`config.mk`:
```
export PLATFORM = sky130hd
export DESIGN_NAME = active_prio_tracker
export DESIGN_NICKNAME = d
export VERILOG_FILES = /design/src/rtl/apt_pkg.sv /design/src/rtl/apt_bpr.sv /design/src/rtl/apt_gprio.sv /design/src/rtl/apt_bank.sv /design/src/rtl/apt_lowest.sv /design/src/rtl/active_prio_tracker.sv
export SDC_FILE = /design/constraint.sdc
export NUM_CORES = 1
export LEC_CHECK = 0
export BUFFER_PORTS_ARGS = -buffer_cell sky130_fd_sc_hd__buf_2
export CAP_MARGIN = 20
export CORE_MARGIN = 2
export CORE_UTILIZATION = 57
export CTS_CLUSTER_DIAMETER = 60
export CTS_CLUSTER_SIZE = 16
export DETAILED_ROUTE_END_ITERATION = 12
export GPL_TIMING_DRIVEN = 0
export PLACE_DENSITY_LB_ADDON = 0.08
export SYNTH_ARGS = -nofsm -noshare
export SYNTH_HDL_FRONTEND = slang
export SYNTH_SLANG_ARGS = --single-unit
```
`constraint.sdc`:
```
create_clock -name clk -period 6.7 [get_ports clk]
set_input_delay 0.335 -clock clk [delete_from_list [all_inputs] [get_ports clk]]
set_output_delay 0.335 -clock clk [all_outputs]
set_load 0.01 [all_outputs]
```
`src/rtl/apt_pkg.sv`:
```
package apt_pkg;
  // Width of an interrupt priority and of the running priority.
  localparam int PRIO_W = 8;
  localparam int RUN_W  = PRIO_W + 1;
  // Running priority reported when no level is active.
  localparam logic [RUN_W-1:0] RUN_IDLE = 9'h100;
  // Width of the binary point.
  localparam int BP_W   = 3;
endpackage

```
`src/rtl/apt_bpr.sv`:
```
// Binary-point register: low three bits kept, floored at MIN_BP.
module apt_bpr
  import apt_pkg::*;
#(
  parameter int MIN_BP = 0
) (
  input  logic            clk,
  input  logic            rst_n,
  input  logic            we,
  input  logic [7:0]      wdata,
  output logic [BP_W-1:0] bp_q
);
  localparam logic [BP_W-1:0] FLOOR = BP_W'(MIN_BP);

  logic [BP_W-1:0] bp_nx;
  logic            unused_hi;

  assign unused_hi = ^wdata[7:BP_W];

  always_comb begin
    bp_nx = wdata[BP_W-1:0];
    if (bp_nx < FLOOR) bp_nx = FLOOR;
  end

  always_ff @(posedge clk or negedge rst_n) begin
    if (!rst_n)  bp_q <= FLOOR;
    else if (we) bp_q <= bp_nx;
  end
endmodule

```
`src/rtl/apt_gprio.sv`:
```
// Group priority and preemption level of an acknowledged interrupt.
module apt_gprio
  import apt_pkg::*;
#(
  parameter int MIN_BP = 0,
  localparam int LVL_W = PRIO_W - MIN_BP - 1
) (
  input  logic [BP_W-1:0]   bp,
  input  logic [PRIO_W-1:0] prio,
  output logic [PRIO_W-1:0] gprio,
  output logic [LVL_W-1:0]  level
);
  logic [PRIO_W:0] mask_w;

  // A shift of up to 8 on a 9-bit field lets a binary point of 7 mask everything.
  assign mask_w = {(PRIO_W+1){1'b1}} << ({1'b0, bp} + 4'd1);
  assign gprio  = prio & mask_w[PRIO_W-1:0];
  assign level  = gprio[PRIO_W-1:MIN_BP+1];
endmodule

```
`src/rtl/apt_bank.sv`:
```
// One banked active-level bitmap held as words; pop lowest, then push.
module apt_bank #(
  parameter int LEVELS = 128,
  parameter int WORD_W = 32,
  localparam int WORDS = LEVELS / WORD_W,
  localparam int LVL_W = $clog2(LEVELS)
) (
  input  logic              clk,
  input  logic              rst_n,
  input  logic              set_en,
  input  logic [LVL_W-1:0]  set_lvl,
  input  logic              clr_en,
  output logic [LEVELS-1:0] bits_q,
  output logic [LEVELS-1:0] bits_nx
);
  logic [WORDS:0]      seen;
  logic [LEVELS-1:0]   cleared;
  logic [LEVELS-1:0]   set_vec;
  logic                upd;

  assign seen[0] = 1'b0;

  for (genvar w = 0; w < WORDS; w++) begin : g_word
    logic [WORD_W-1:0] word_q;
    logic              nz;
    logic              pop_here;

    assign word_q     = bits_q[w*WORD_W +: WORD_W];
    assign nz         = |word_q;
    assign seen[w+1]  = seen[w] | nz;
    // Only the first non-empty word loses its lowest set bit.
    assign pop_here   = clr_en & nz & ~seen[w];
    assign cleared[w*WORD_W +: WORD_W] =
      pop_here ? (word_q & (word_q - WORD_W'(1))) : word_q;
  end

  assign set_vec = set_en ? (LEVELS'(1) << set_lvl) : '0;
  assign bits_nx = cleared | set_vec;
  assign upd     = set_en | clr_en;

  always_ff @(posedge clk or negedge rst_n) begin
    if (!rst_n)   bits_q <= '0;
    else if (upd) bits_q <= bits_nx;
  end
endmodule

```
`src/rtl/apt_lowest.sv`:
```
// Index of the lowest set bit of a vector.
module apt_lowest #(
  parameter int N = 128,
  localparam int IDX_W = $clog2(N)
) (
  input  logic [N-1:0]     vec,
  output logic [IDX_W-1:0] idx,
  output logic             any
);
  always_comb begin
    idx = '0;
    for (int i = N - 1; i >= 0; i--) begin
      if (vec[i]) idx = IDX_W'(i);
    end
  end
  assign any = |vec;
endmodule

```
`src/rtl/active_prio_tracker.sv`:
```
module active_prio_tracker
  import apt_pkg::*;
#(
  parameter int MIN_BP  = 0,
  parameter int NUM_IRQ = 96,
  parameter int ID_W    = 10,
  parameter int WORD_W  = 32,
  localparam int LVL_W  = PRIO_W - MIN_BP - 1,
  localparam int LEVELS = 1 << LVL_W
) (
  input  logic              clk,
  input  logic              rst_n,
  input  logic              bp_we,
  input  logic [7:0]        bp_wdata,
  output logic [BP_W-1:0]   bp_q,
  input  logic              ack_valid,
  input  logic [PRIO_W-1:0] ack_prio,
  input  logic              ack_grp,
  input  logic              drop_valid,
  input  logic              drop_grp,
  input  logic [ID_W-1:0]   drop_id,
  output logic [RUN_W-1:0]  run_prio,
  output logic [LEVELS-1:0] act_g0,
  output logic [LEVELS-1:0] act_g1
);
  logic [PRIO_W-1:0] gprio;
  logic [LVL_W-1:0]  ack_lvl;
  logic              id_ok;
  logic              drop_ok;
  logic [LEVELS-1:0] nx_g0;
  logic [LEVELS-1:0] nx_g1;
  logic [LVL_W-1:0]  low_idx;
  logic              low_any;
  logic [RUN_W-1:0]  rec_prio;
  logic [RUN_W-1:0]  run_nx;
  logic              run_en;

  apt_bpr #(.MIN_BP(MIN_BP)) u_bpr (
    .clk(clk), .rst_n(rst_n), .we(bp_we), .wdata(bp_wdata), .bp_q(bp_q)
  );

  apt_gprio #(.MIN_BP(MIN_BP)) u_gprio (
    .bp(bp_q), .prio(ack_prio), .gprio(gprio), .level(ack_lvl)
  );

  // A drop counts only for an implemented ID while something is running.
  assign id_ok   = ({22'd0, drop_id} < 32'(NUM_IRQ));
  assign drop_ok = drop_valid & id_ok & (run_prio != RUN_IDLE);

  apt_bank #(.LEVELS(LEVELS), .WORD_W(WORD_W)) u_bank_g0 (
    .clk(clk), .rst_n(rst_n),
    .set_en(ack_valid & ~ack_grp), .set_lvl(ack_lvl),
    .clr_en(drop_ok & ~drop_grp),
    .bits_q(act_g0), .bits_nx(nx_g0)
  );

  apt_bank #(.LEVELS(LEVELS), .WORD_W(WORD_W)) u_bank_g1 (
    .clk(clk), .rst_n(rst_n),
    .set_en(ack_valid & ack_grp), .set_lvl(ack_lvl),
    .clr_en(drop_ok & drop_grp),
    .bits_q(act_g1), .bits_nx(nx_g1)
  );

  apt_lowest #(.N(LEVELS)) u_lowest (
    .vec(nx_g0 | nx_g1), .idx(low_idx), .any(low_any)
  );

  assign rec_prio = low_any ? {1'b0, low_idx, {(MIN_BP+1){1'b0}}} : RUN_IDLE;

  // An acknowledge in the same cycle wins over the recomputed value.
  always_comb begin
    run_nx = run_prio;
    if (ack_valid)    run_nx = {1'b0, gprio};
    else if (drop_ok) run_nx = rec_prio;
  end
  assign run_en = ack_valid | drop_ok;

  always_ff @(posedge clk or negedge rst_n) begin
    if (!rst_n)      run_prio <= RUN_IDLE;
    else if (run_en) run_prio <= run_nx;
  end
endmodule

```
Yosys cells after proc, flatten, opt, wreduce, memory -nomap -nowiden. Index checks and enable logic that the tools add are counted.

$add $sub $neg: 9. $lt $le $gt $ge: 2. Eq/ne operators: 1. Shifts and indexed selects: 2. Mux-type cells: 142. Bitwise operators: 47. Reduce and logical (&&, ||, !) cells: 11.

Operators by type and width (count): $mux 7 (128); $or 128x128->128 (3); $and 32x32->32 (8); $mux 128 (2); $mux 32 (8); $reduce_or 32->1 (8); $sub 32x1->32 const B (8); $reduce_or 128->1 (1); $shl 1x7->128 const A (1); $mux 9 (3); $and 1x1->1 (20); $lt 10x7->1 const B (1); $ne 9x9->1 const B (1); $shl 9x4->8 const A (1); $and 8x8->8 (1); $not 1->1 (8); $or 1x1->1 (7); $add 3x1->4 const B (1); $lt 3x1->1 const B (1); $mux 3 (1); $reduce_and 2->1 (1); $reduce_bool 2->1 (1).

Flip-flop bits (word level): 268. Input bits: 33. Output and inout bits: 268.

Logic depth before layout (Yosys ltp). Gate-level depths: netlist of run 1.

Depth in word-level cells: 140. Gate-level depth with buffers: 19.

Cells and area by module. A second synthesis of run 1 with hierarchy kept.

Cell total of the unflattened synthesis: 2178. Area total of the unflattened synthesis: 17932.2 µm².

Modules (own cells, without submodules): apt_bank (times used 2, cells each 836, area an instance 7290.7 µm², seq. area each 3203.1 µm²); apt_lowest (times used 1, cells each 300, area an instance 1697.9 µm², seq. area each 0.0 µm²); active_prio_tracker (times used 1, cells each 173, area an instance 1342.5 µm², seq. area each 226.5 µm²); apt_gprio (times used 1, cells each 27, area an instance 201.4 µm², seq. area each 0.0 µm²); apt_bpr (times used 1, cells each 6, area an instance 108.9 µm², seq. area each 75.1 µm²).

Worst setup path before layout of run 1. OpenSTA, ideal clock, no wires.

Path kind: flip-flop to flip-flop. Start point: register u_bank_g0.bits_q[33]. End point: register run_prio[3]. Library setup time: 126 ps. Arrival time: 4778 ps. Required time: 6574 ps. Slack: 1796 ps. Cell stages (with the launch flop): 15. Path buffers: 1. Clock period less this slack: 4904 ps. Path through: dfrtp_1 or4_4 or4_4 or4_4 a2111oi_4 a21oi_2 or4_4 nand3b_4 or4_4 nor4_4 nand4_2 or3_1 buf_2 a41oi_2 o21ai_1.

Cells in the longest elaborated chain, start to end: 139. Elaborated cells on any way between the ends: 148. Those cells by class: 1 x add/sub; 134 x mux; 11 x bitwise; 2 x reduce/logical.

RTL lines: from (decl) (RTL line apt_bank.sv:13) `output logic [LEVELS-1:0] bits_q,`; from (signal assigned) (RTL line apt_bank.sv:43) `else if (upd) bits_q <= bits_nx;`; $reduce_or 32->1 (RTL line apt_bank.sv:29) `assign nz = |word_q;`; $or 1x1->1 (2 in series) (RTL line apt_bank.sv:30) `assign seen[w+1] = seen[w] | nz;`; $not 1->1 (RTL line apt_bank.sv:32) `assign pop_here = clr_en & nz & ~seen[w];`; $and 1x1->1 (RTL line apt_bank.sv:32); $mux 32 (RTL line apt_bank.sv:34) `pop_here ? (word_q & (word_q - WORD_W'(1))) : word_q;`; $or 128x128->128 * (RTL line apt_bank.sv:38) `assign bits_nx = cleared | set_vec;`; $or 128x128->128 * (RTL line active_prio_tracker.sv:65) `.vec(nx_g0 | nx_g1), .idx(low_idx), .any(low_any)`; $mux 7 (128 in series) (RTL line apt_lowest.sv:13) `if (vec[i]) idx = IDX_W'(i);`; $mux 9 * (RTL line active_prio_tracker.sv:68) `assign rec_prio = low_any ? {1'b0, low_idx, {(MIN_BP+1){1'b0}}} : RUN_IDLE;`; $mux 9 * (RTL line active_prio_tracker.sv:74) `else if (drop_ok) run_nx = rec_prio;`; $mux 9 * (RTL line active_prio_tracker.sv:73) `if (ack_valid) run_nx = {1'b0, gprio};`; to (signal assigned) (RTL line active_prio_tracker.sv:80) `else if (run_en) run_prio <= run_nx;`; to (decl) (RTL line active_prio_tracker.sv:22) `output logic [RUN_W-1:0] run_prio,`.

Every way passes the cells marked *; elsewhere a longest branch is shown, timed or not. The select of a mux whose other input is x is not followed. A chain may end at the register's enable or synchronous reset.

Worst setup path in the final report of run 1.
Start point: register u_bank_g1.bits_q[67]. End point: register run_prio[3].

Cells in the longest elaborated chain, start to end: 138. Elaborated cells on any way between the ends: 144. Those cells by class: 1 x add/sub; 133 x mux; 8 x bitwise; 2 x reduce/logical.

RTL lines (RTL line): from (decl) (apt_bank.sv:13); from (signal assigned) (apt_bank.sv:43); $reduce_or 32->1 (apt_bank.sv:29); $or 1x1->1 (apt_bank.sv:30); $not 1->1 (apt_bank.sv:32); $and 1x1->1 (apt_bank.sv:32); $mux 32 (apt_bank.sv:34); $or 128x128->128 * (apt_bank.sv:38); $or 128x128->128 * (active_prio_tracker.sv:65); $mux 7 (128 in series) (apt_lowest.sv:13); $mux 9 * (active_prio_tracker.sv:68); $mux 9 * (active_prio_tracker.sv:74); $mux 9 * (active_prio_tracker.sv:73).

Marked as above.

==> flow_summary.toml, run 1 <==
[floorplan]
die-area_um2 = 29000
die_h_um = 170
core_um2 = 27000
std_cell_rows = 60
die_x_um = 170
ios = 301
initial_core_util = 0.583

[clocking]
path_clk_slew_ps = 80
clock-sinks = 268
cts_made_buffers = 24
cts_buffer_depth = 3
root_buffer = "clkbuf_16"
cts_tree = "yes"
clock_latency_ps = 560
htree_levels = 1

[sta]
finalSetupViolations = 0
worstMarginPinSlew_ps = 1320
fin_crit_sh = 0.998
slew_headroom = 0.120
hold_viol = 0
fmax_ghz = 0.150
fin_ws_ps = 16.6
min_period_ps = 6680
rsz0062_at_grt = "no"
finClkSkew_ps = 21.1
final_max_slew_viol_count = 0

[critical_path]
cp_slowest_cell = "nor4_2"
crit_start = "u_bank_g1.bits_q[67]"
required_ps = 7140
cp_cell_sequence = "or4_1 -> or4_1 -> clkbuf_1 -> nor4_2 -> nand4_1 -> or3_1 -> a221o_1 -> nor4_1 -> nand3_1 -> nor3_1 -> nand4_2 -> or3_1 -> buf_2 -> a41oi_2 -> o21ai_1"
worstPathMaxFanout = 10
path_depth = 15
r2r_setup_slack_ps = 20
cp-start-kind = "register"
worst-endpoint-arrival_ps = 7130
cp_num_buf_inv = 2
cpPeakStageDelay_ps = 990
end_kind = "register"
crit_family = "simple AND/OR/NAND/NOR gates"
crit_end = "run_prio[3]"
worst_r2r_path_depth = 15
r2r_end = "run_prio[3]"
worstSetupPathType = "register to register"
r2r-start = "u_bank_g1.bits_q[67]"

[synthesis]
synthCells = 1801
ys_ff_latch = 268
yosys_warnings = 0
synthFlopType = "dfrtp_1"
synth.distinct_cells = 80
synth_top_area_share = 0.424
synth_edf_count = 0
synth_area_um2 = 15800
yosysTopAreaCell = "dfrtp_1"
synth_seq_area_share = 0.426
synth_fp_nets = 1837
syn_avg_cell_area_um2 = 8.75
ys_top_cells_by_area = "dfrtp_1 42%, o21ai_0 7.4%, nand2_1 4.4%"
synthArstFlopShare = 1.00

[placement]
place_area_um2 = 17800
gp_congestion = 1.05
place.port_buffers = 289
pre_cts_ws_ps = 227
hpwlAfterDp_um = 57300

[pwr]
power_mw = 5.06
leakage_nw = 8.15
power.share.clock = 0.287
switching_share = 0.394
powerDensity_nw_per_um2 = 270
peakVddDrop_mv = 0.226
comb_power_share = 0.317
power_frac_seq = 0.396
p_int_mw = 3.07
p_sw_mw = 1.99

[global_route]
antenna_found_initial = 4
grt_start_max_net_pins = 127
grt.total_usage = 0.519
first_global_vias = 17600
grt_pass1_wl_um = 111000
grt_overflow_total = 0

[drt]
drc_errors = 0
wl_um = 77100
vias = 19200
routed_via_density = 7.67
ant_nets = 0
dr.pass1.iters = 6
post_drt_wl_per_cell_um = 30.8
drt_iter0_markers = 3365

[cells_and_area]
layout.nets = 2179
design_area_um2 = 18800
fill_cells = 2200
syn_to_final_growth_pct = 19.2
drive_gt1_frac = 0.194

[flow_run]
cap_violations = 0

[run_status]
outcome = "finished, final reports clean"

[min_path]
hp-class = "input pin to register"
## worst register-to-register path, stage by stage, from the launching register on
cell and delay [ps]:
dfrtp_1 400, or4_1 620, or4_1 460, clkbuf_1 270, nor4_2 990, nand4_1 520, or3_1 540, a221o_1 370
nor4_1 600, nand3_1 240, nor3_1 540, nand4_2 190, or3_1 380, buf_2 170, a41oi_2 180, o21ai_1 80
## final cells by class
type / count / area (µm²) / area share
diodes: 5 / 12.5 / 0.000666
plain buffers: 62 / 235 / 0.0125
clock buffers: 32 / 672 / 0.0358
clock inverters: 10 / 111 / 0.00593
inverters: 25 / 93.8 / 0.00500
multi-input cells: 1446 / 8770 / 0.467
flip-flops and latches: 268 / 6710 / 0.357
well taps: 341 / 427 / 0.0227
repair buffers: 316 / 1760 / 0.0935
## cell usage in the layout (no fill, tap or decap), types with 25 or more instances in the layout
cell       count
a21o_1        32
o21ai_0      233
dfrtp_1      267
nand4_1       43
nand2_1      186
nor2_1       140
nand3_1       54
nor4_1        53
or3_1         58
o41ai_1       45
clkbuf_1      64
or2_2         28
a21oi_1       60
clkbuf_16     25
buf_2        295
or4_1         51
o31ai_1       57
nor3_1        64
## timing repair
item / 4_1_cts / 5_1_grt
setup buffers: 0 / 2
hold endpoints to repair: 31 / 0
resized for setup: 0 / 4
endpoints found under the setup margin: 0 / 6
hold buffers: 1 / 0
## logic make-up (layout without fill, tap and decap cells)
| kind of cell | after synthesis | after routing | share of synthesized area |
|---|---|---|---|
| adders and majority gates | 6 | 6 | 0.00429 |
| muxes | 3 | 3 | 0.00214 |
| buffers and inverters | 87 | 445 | 0.0209 |
| DFF | 268 | 268 | 0.426 |
| other | 0 | 5 | 0 |
| and+or+nand+nor | 802 | 802 | 0.273 |
| AOI/OAI and AO/OA | 635 | 635 | 0.274 |
## power by group through the flow
stage / Clock [mW] / Sequential (mW) / Combinational (mW)
2_1_floorplan: 0 / 2.04 / 0.845
3_3_place_gp: 0 / 2.01 / 1.46
3_5_place_dp: 0 / 2.02 / 1.50
4_1_cts: 1.42 / 1.99 / 1.52
5_1_grt: 1.49 / 2.02 / 1.69
6_report: 1.45 / 2.01 / 1.60
## metrics by stage
step,TNS (ps),cells,utilization,hold slack [ps]
after floorplan,0,1801,-,39.4
after global placement,-1200,2431,0.652,520
after detailed placement,0,2446,0.660,228
after CTS,0,2489,0.689,27.5
after global routing,0,2501,0.695,22.1
final,0,2505,0.695,6.10
## flip-flops by register name, summed over array words and instances, names as in the netlist
| register | flops |
|---|---|
| u_bpr.bp_q | 3 |
| u_bank_g0.bits_q | 128 |
| run_prio | 9 |
| u_bank_g1.bits_q | 128 |
## metal layers
| layer | vias up | routed length (µm) | GRT usage | share of wire |
|---|---|---|---|---|
| met4 | 2 | 7270 | 0.383 | 0.094 |
| met3 | 538 | 12100 | 0.185 | 0.16 |
| met1 | 8981 | 26300 | 0.647 | 0.34 |
| met2 | 1902 | 31400 | 0.743 | 0.41 |
| met5 | - | 13 | 0 | 0.00017 |
| li1 | 7779 | - | - | - |
## how the worst min path moves through the flow
stage,to,start,cells after the start
after global routing,u_bpr.bp_q[0],bp_wdata[0],2
after detailed placement,u_bank_g1.bits_q[49],rst_n,1
after global placement,u_bank_g1.bits_q[55],u_bank_g1.bits_q[55],1
after floorplan,run_prio[0],rst_n,0
final,u_bpr.bp_q[0],bp_wdata[0],2
after CTS,u_bpr.bp_q[0],bp_wdata[0],2
## cells in the mapped netlist, types with 24 or more instances
cell	instances
dfrtp_1	267
o21ai_0	233
nand2_1	186
nor2_1	143
nor3_1	66
a21oi_1	60
clkbuf_1	59
or3_1	58
o31ai_1	57
nor4_1	55
nand3_1	54
or4_1	51
o41ai_1	45
nand4_1	43
a21o_1	32
or2_2	28
a22o_1	24
inv_1	24
No activity file was read; power rests on OpenSTA's default activity.
==> run 2, diff against run 1 <==
==> constraint.sdc (replaced) <==
create_clock -name clk -period 6.7 [get_ports clk]
set_input_delay 2.01 -clock clk [delete_from_list [all_inputs] [get_ports clk]]
set_output_delay 2.01 -clock clk [all_outputs]
set_load 0.01 [all_outputs]
==> run 2 against run 1 <==
Compared with the run above:
- design area up 0.65%
- sequential share of layout area down 0.23 points
- count of clock-buffer cells in the layout unchanged
- combinational power about the same
- largest power group unchanged
- highest routed layer unchanged
==> flow_summary.toml, run 2 (same netlist as run 1, synthesis figures left out) <==
[run_status]
outcome = "finished, final reports clean"

[floorplan]
die-area_um2 = 29000
die_h_um = 170
std_cell_rows = 60
ios = 301
core_um2 = 27000
die_x_um = 170
initial_core_util = 0.583

[sta]
finalSetupViolations = 0
timing.setup.tns_ps = 0
hold_viol = 0
worstMarginPinSlew_ps = 1320
slew_headroom = 0.118
fin_crit_sh = 0.989
finClkSkew_ps = 16.0
fmax_ghz = 0.151
final_max_slew_viol_count = 0
min_period_ps = 6630

[drt]
routed_via_density = 7.66
ant_nets = 0
dr.pass1.iters = 7
drc_errors = 0
drt_iter0_markers = 3636
wl_um = 77000
vias = 19200
post_drt_wl_per_cell_um = 30.8

[pwr]
leakage_nw = 8.18
powerDensity_nw_per_um2 = 268
peakVddDrop_mv = 0.228

[global_route]
grt_pass1_wl_um = 111000
grt_overflow_total = 0
grt_start_max_net_pins = 127
grt.total_usage = 0.518
first_global_vias = 17600
antenna_found_initial = 6

[min_path]
hp-class = "register to register"
hp-start = "u_bank_g1.bits_q[55]"

[cells_and_area]
final_cell_mix = "295 x buf_2, 267 x dfrtp_1, 233 x o21ai_0, 185 x nand2_1, 139 x nor2_1"
syn_to_final_growth_pct = 20.0
utilization = 0.699
layout.nets = 2179
layout_commonest_cell = "buf_2"
top_regs = "u_bank_g0.bits_q: 128 flops, u_bank_g1.bits_q: 128 flops, run_prio: 9 flops"
drive_gt1_frac = 0.202
fill_cells = 2173

[critical_path]
required_ps = 7110
cp-start-kind = "input pin"
worstSetupPathType = "input pin to register"
cp_cell_sequence = "buf_2 -> nor4b_2 -> nand2_2 -> or3_1 -> clkbuf_1 -> clkbuf_1 -> o41ai_1 -> o21ai_0 -> nor3_1 -> nand4b_1 -> nor4_4 -> nand3_1 -> or3_1 -> buf_2 -> nand3_1 -> o22ai_1"
crit_start = "drop_id[8]"
worst-endpoint-arrival_ps = 7040
worstPathMaxFanout = 10
r2r-start = "u_bank_g1.bits_q[5]"
end_kind = "register"
cp_slowest_cell = "nor3_1"
cpPeakStageDelay_ps = 580

[flow_run]
cap_violations = 0

[placement]
gp_congestion = 1.05
place.port_buffers = 289
hpwlAfterDp_um = 57300

[clocking]
cts_buffer_depth = 3
cts_tree = "yes"
cts_made_buffers = 24
path_clk_slew_ps = 70
root_buffer = "clkbuf_16"
clock_latency_ps = 560
clock-sinks = 268
htree_levels = 1
hold_buffers = 0
-- run 2: metrics by stage --
step | std cells | hold slack [ps] | setup WS [ps] | power [mW] | area [µm²]
finish | 2505 | 544 | 70.6 | 5.06 | 18900
global route | 2501 | 553 | -7.03 | 5.20 | 18900
CTS | 2488 | 540 | 23.8 | 4.93 | 18600
detailed placement | 2446 | 521 | -1040 | 3.52 | 17800
global placement | 2431 | 520 | -1550 | 3.47 | 17600
floorplan | 1801 | 531 | 408 | 2.89 | 15800
-- run 2: layer usage --
metal | part of all wire | global-route usage
met1 | 0.34 | 0.649
met2 | 0.41 | 0.745
met3 | 0.15 | 0.180
met4 | 0.093 | 0.373
met5 | 0.00026 | 0
-- run 2: path summary, 6_finish.rpt --
check                                       endpoint  slack [ps]  cells after the start
worst max-delay path                     run_prio[4]          70                     16
worst max register to register           run_prio[4]          80                     14
worst min-delay path            u_bank_g1.bits_q[55]         540                      1
max in group asynchronous       u_bank_g0.bits_q[17]        4420                      2
min in group asynchronous       u_bank_g1.bits_q[49]        1330                      1
worst min register to register  u_bank_g1.bits_q[55]         540                      1
-- run 2: final cells by class --
class / count / area, µm² / share of cell area
diodes: 5 / 12.5 / 0.000662
well taps: 341 / 427 / 0.0226
plain buffers: 62 / 236 / 0.0125
multi-input cells: 1446 / 8880 / 0.470
inverters: 25 / 93.8 / 0.00496
repair buffers: 316 / 1760 / 0.0931
flip-flops and latches: 268 / 6710 / 0.355
clock inverters: 10 / 111 / 0.00589
clock buffers: 32 / 672 / 0.0355
-- run 2: repair_timing --
action	4_1_cts	5_1_grt
gates cloned	0	0
setup endpoints to repair	8	6
gates resized for setup	9	18
buffers inserted	0	2
pin swaps	0	1
-- run 2: worst max-delay path, delay by kind of cell --
family | cells | cell delay [ps]
and+or+nand+nor | 9 | 3170
buffers and inverters | 4 | 1000
AOI/OAI and AO/OA | 3 | 850
-- run 2: power breakdown --
part,internal [mW],switching [mW]
clock,0.757,0.693
sequential,1.78,0.228
combinational,0.535,1.07
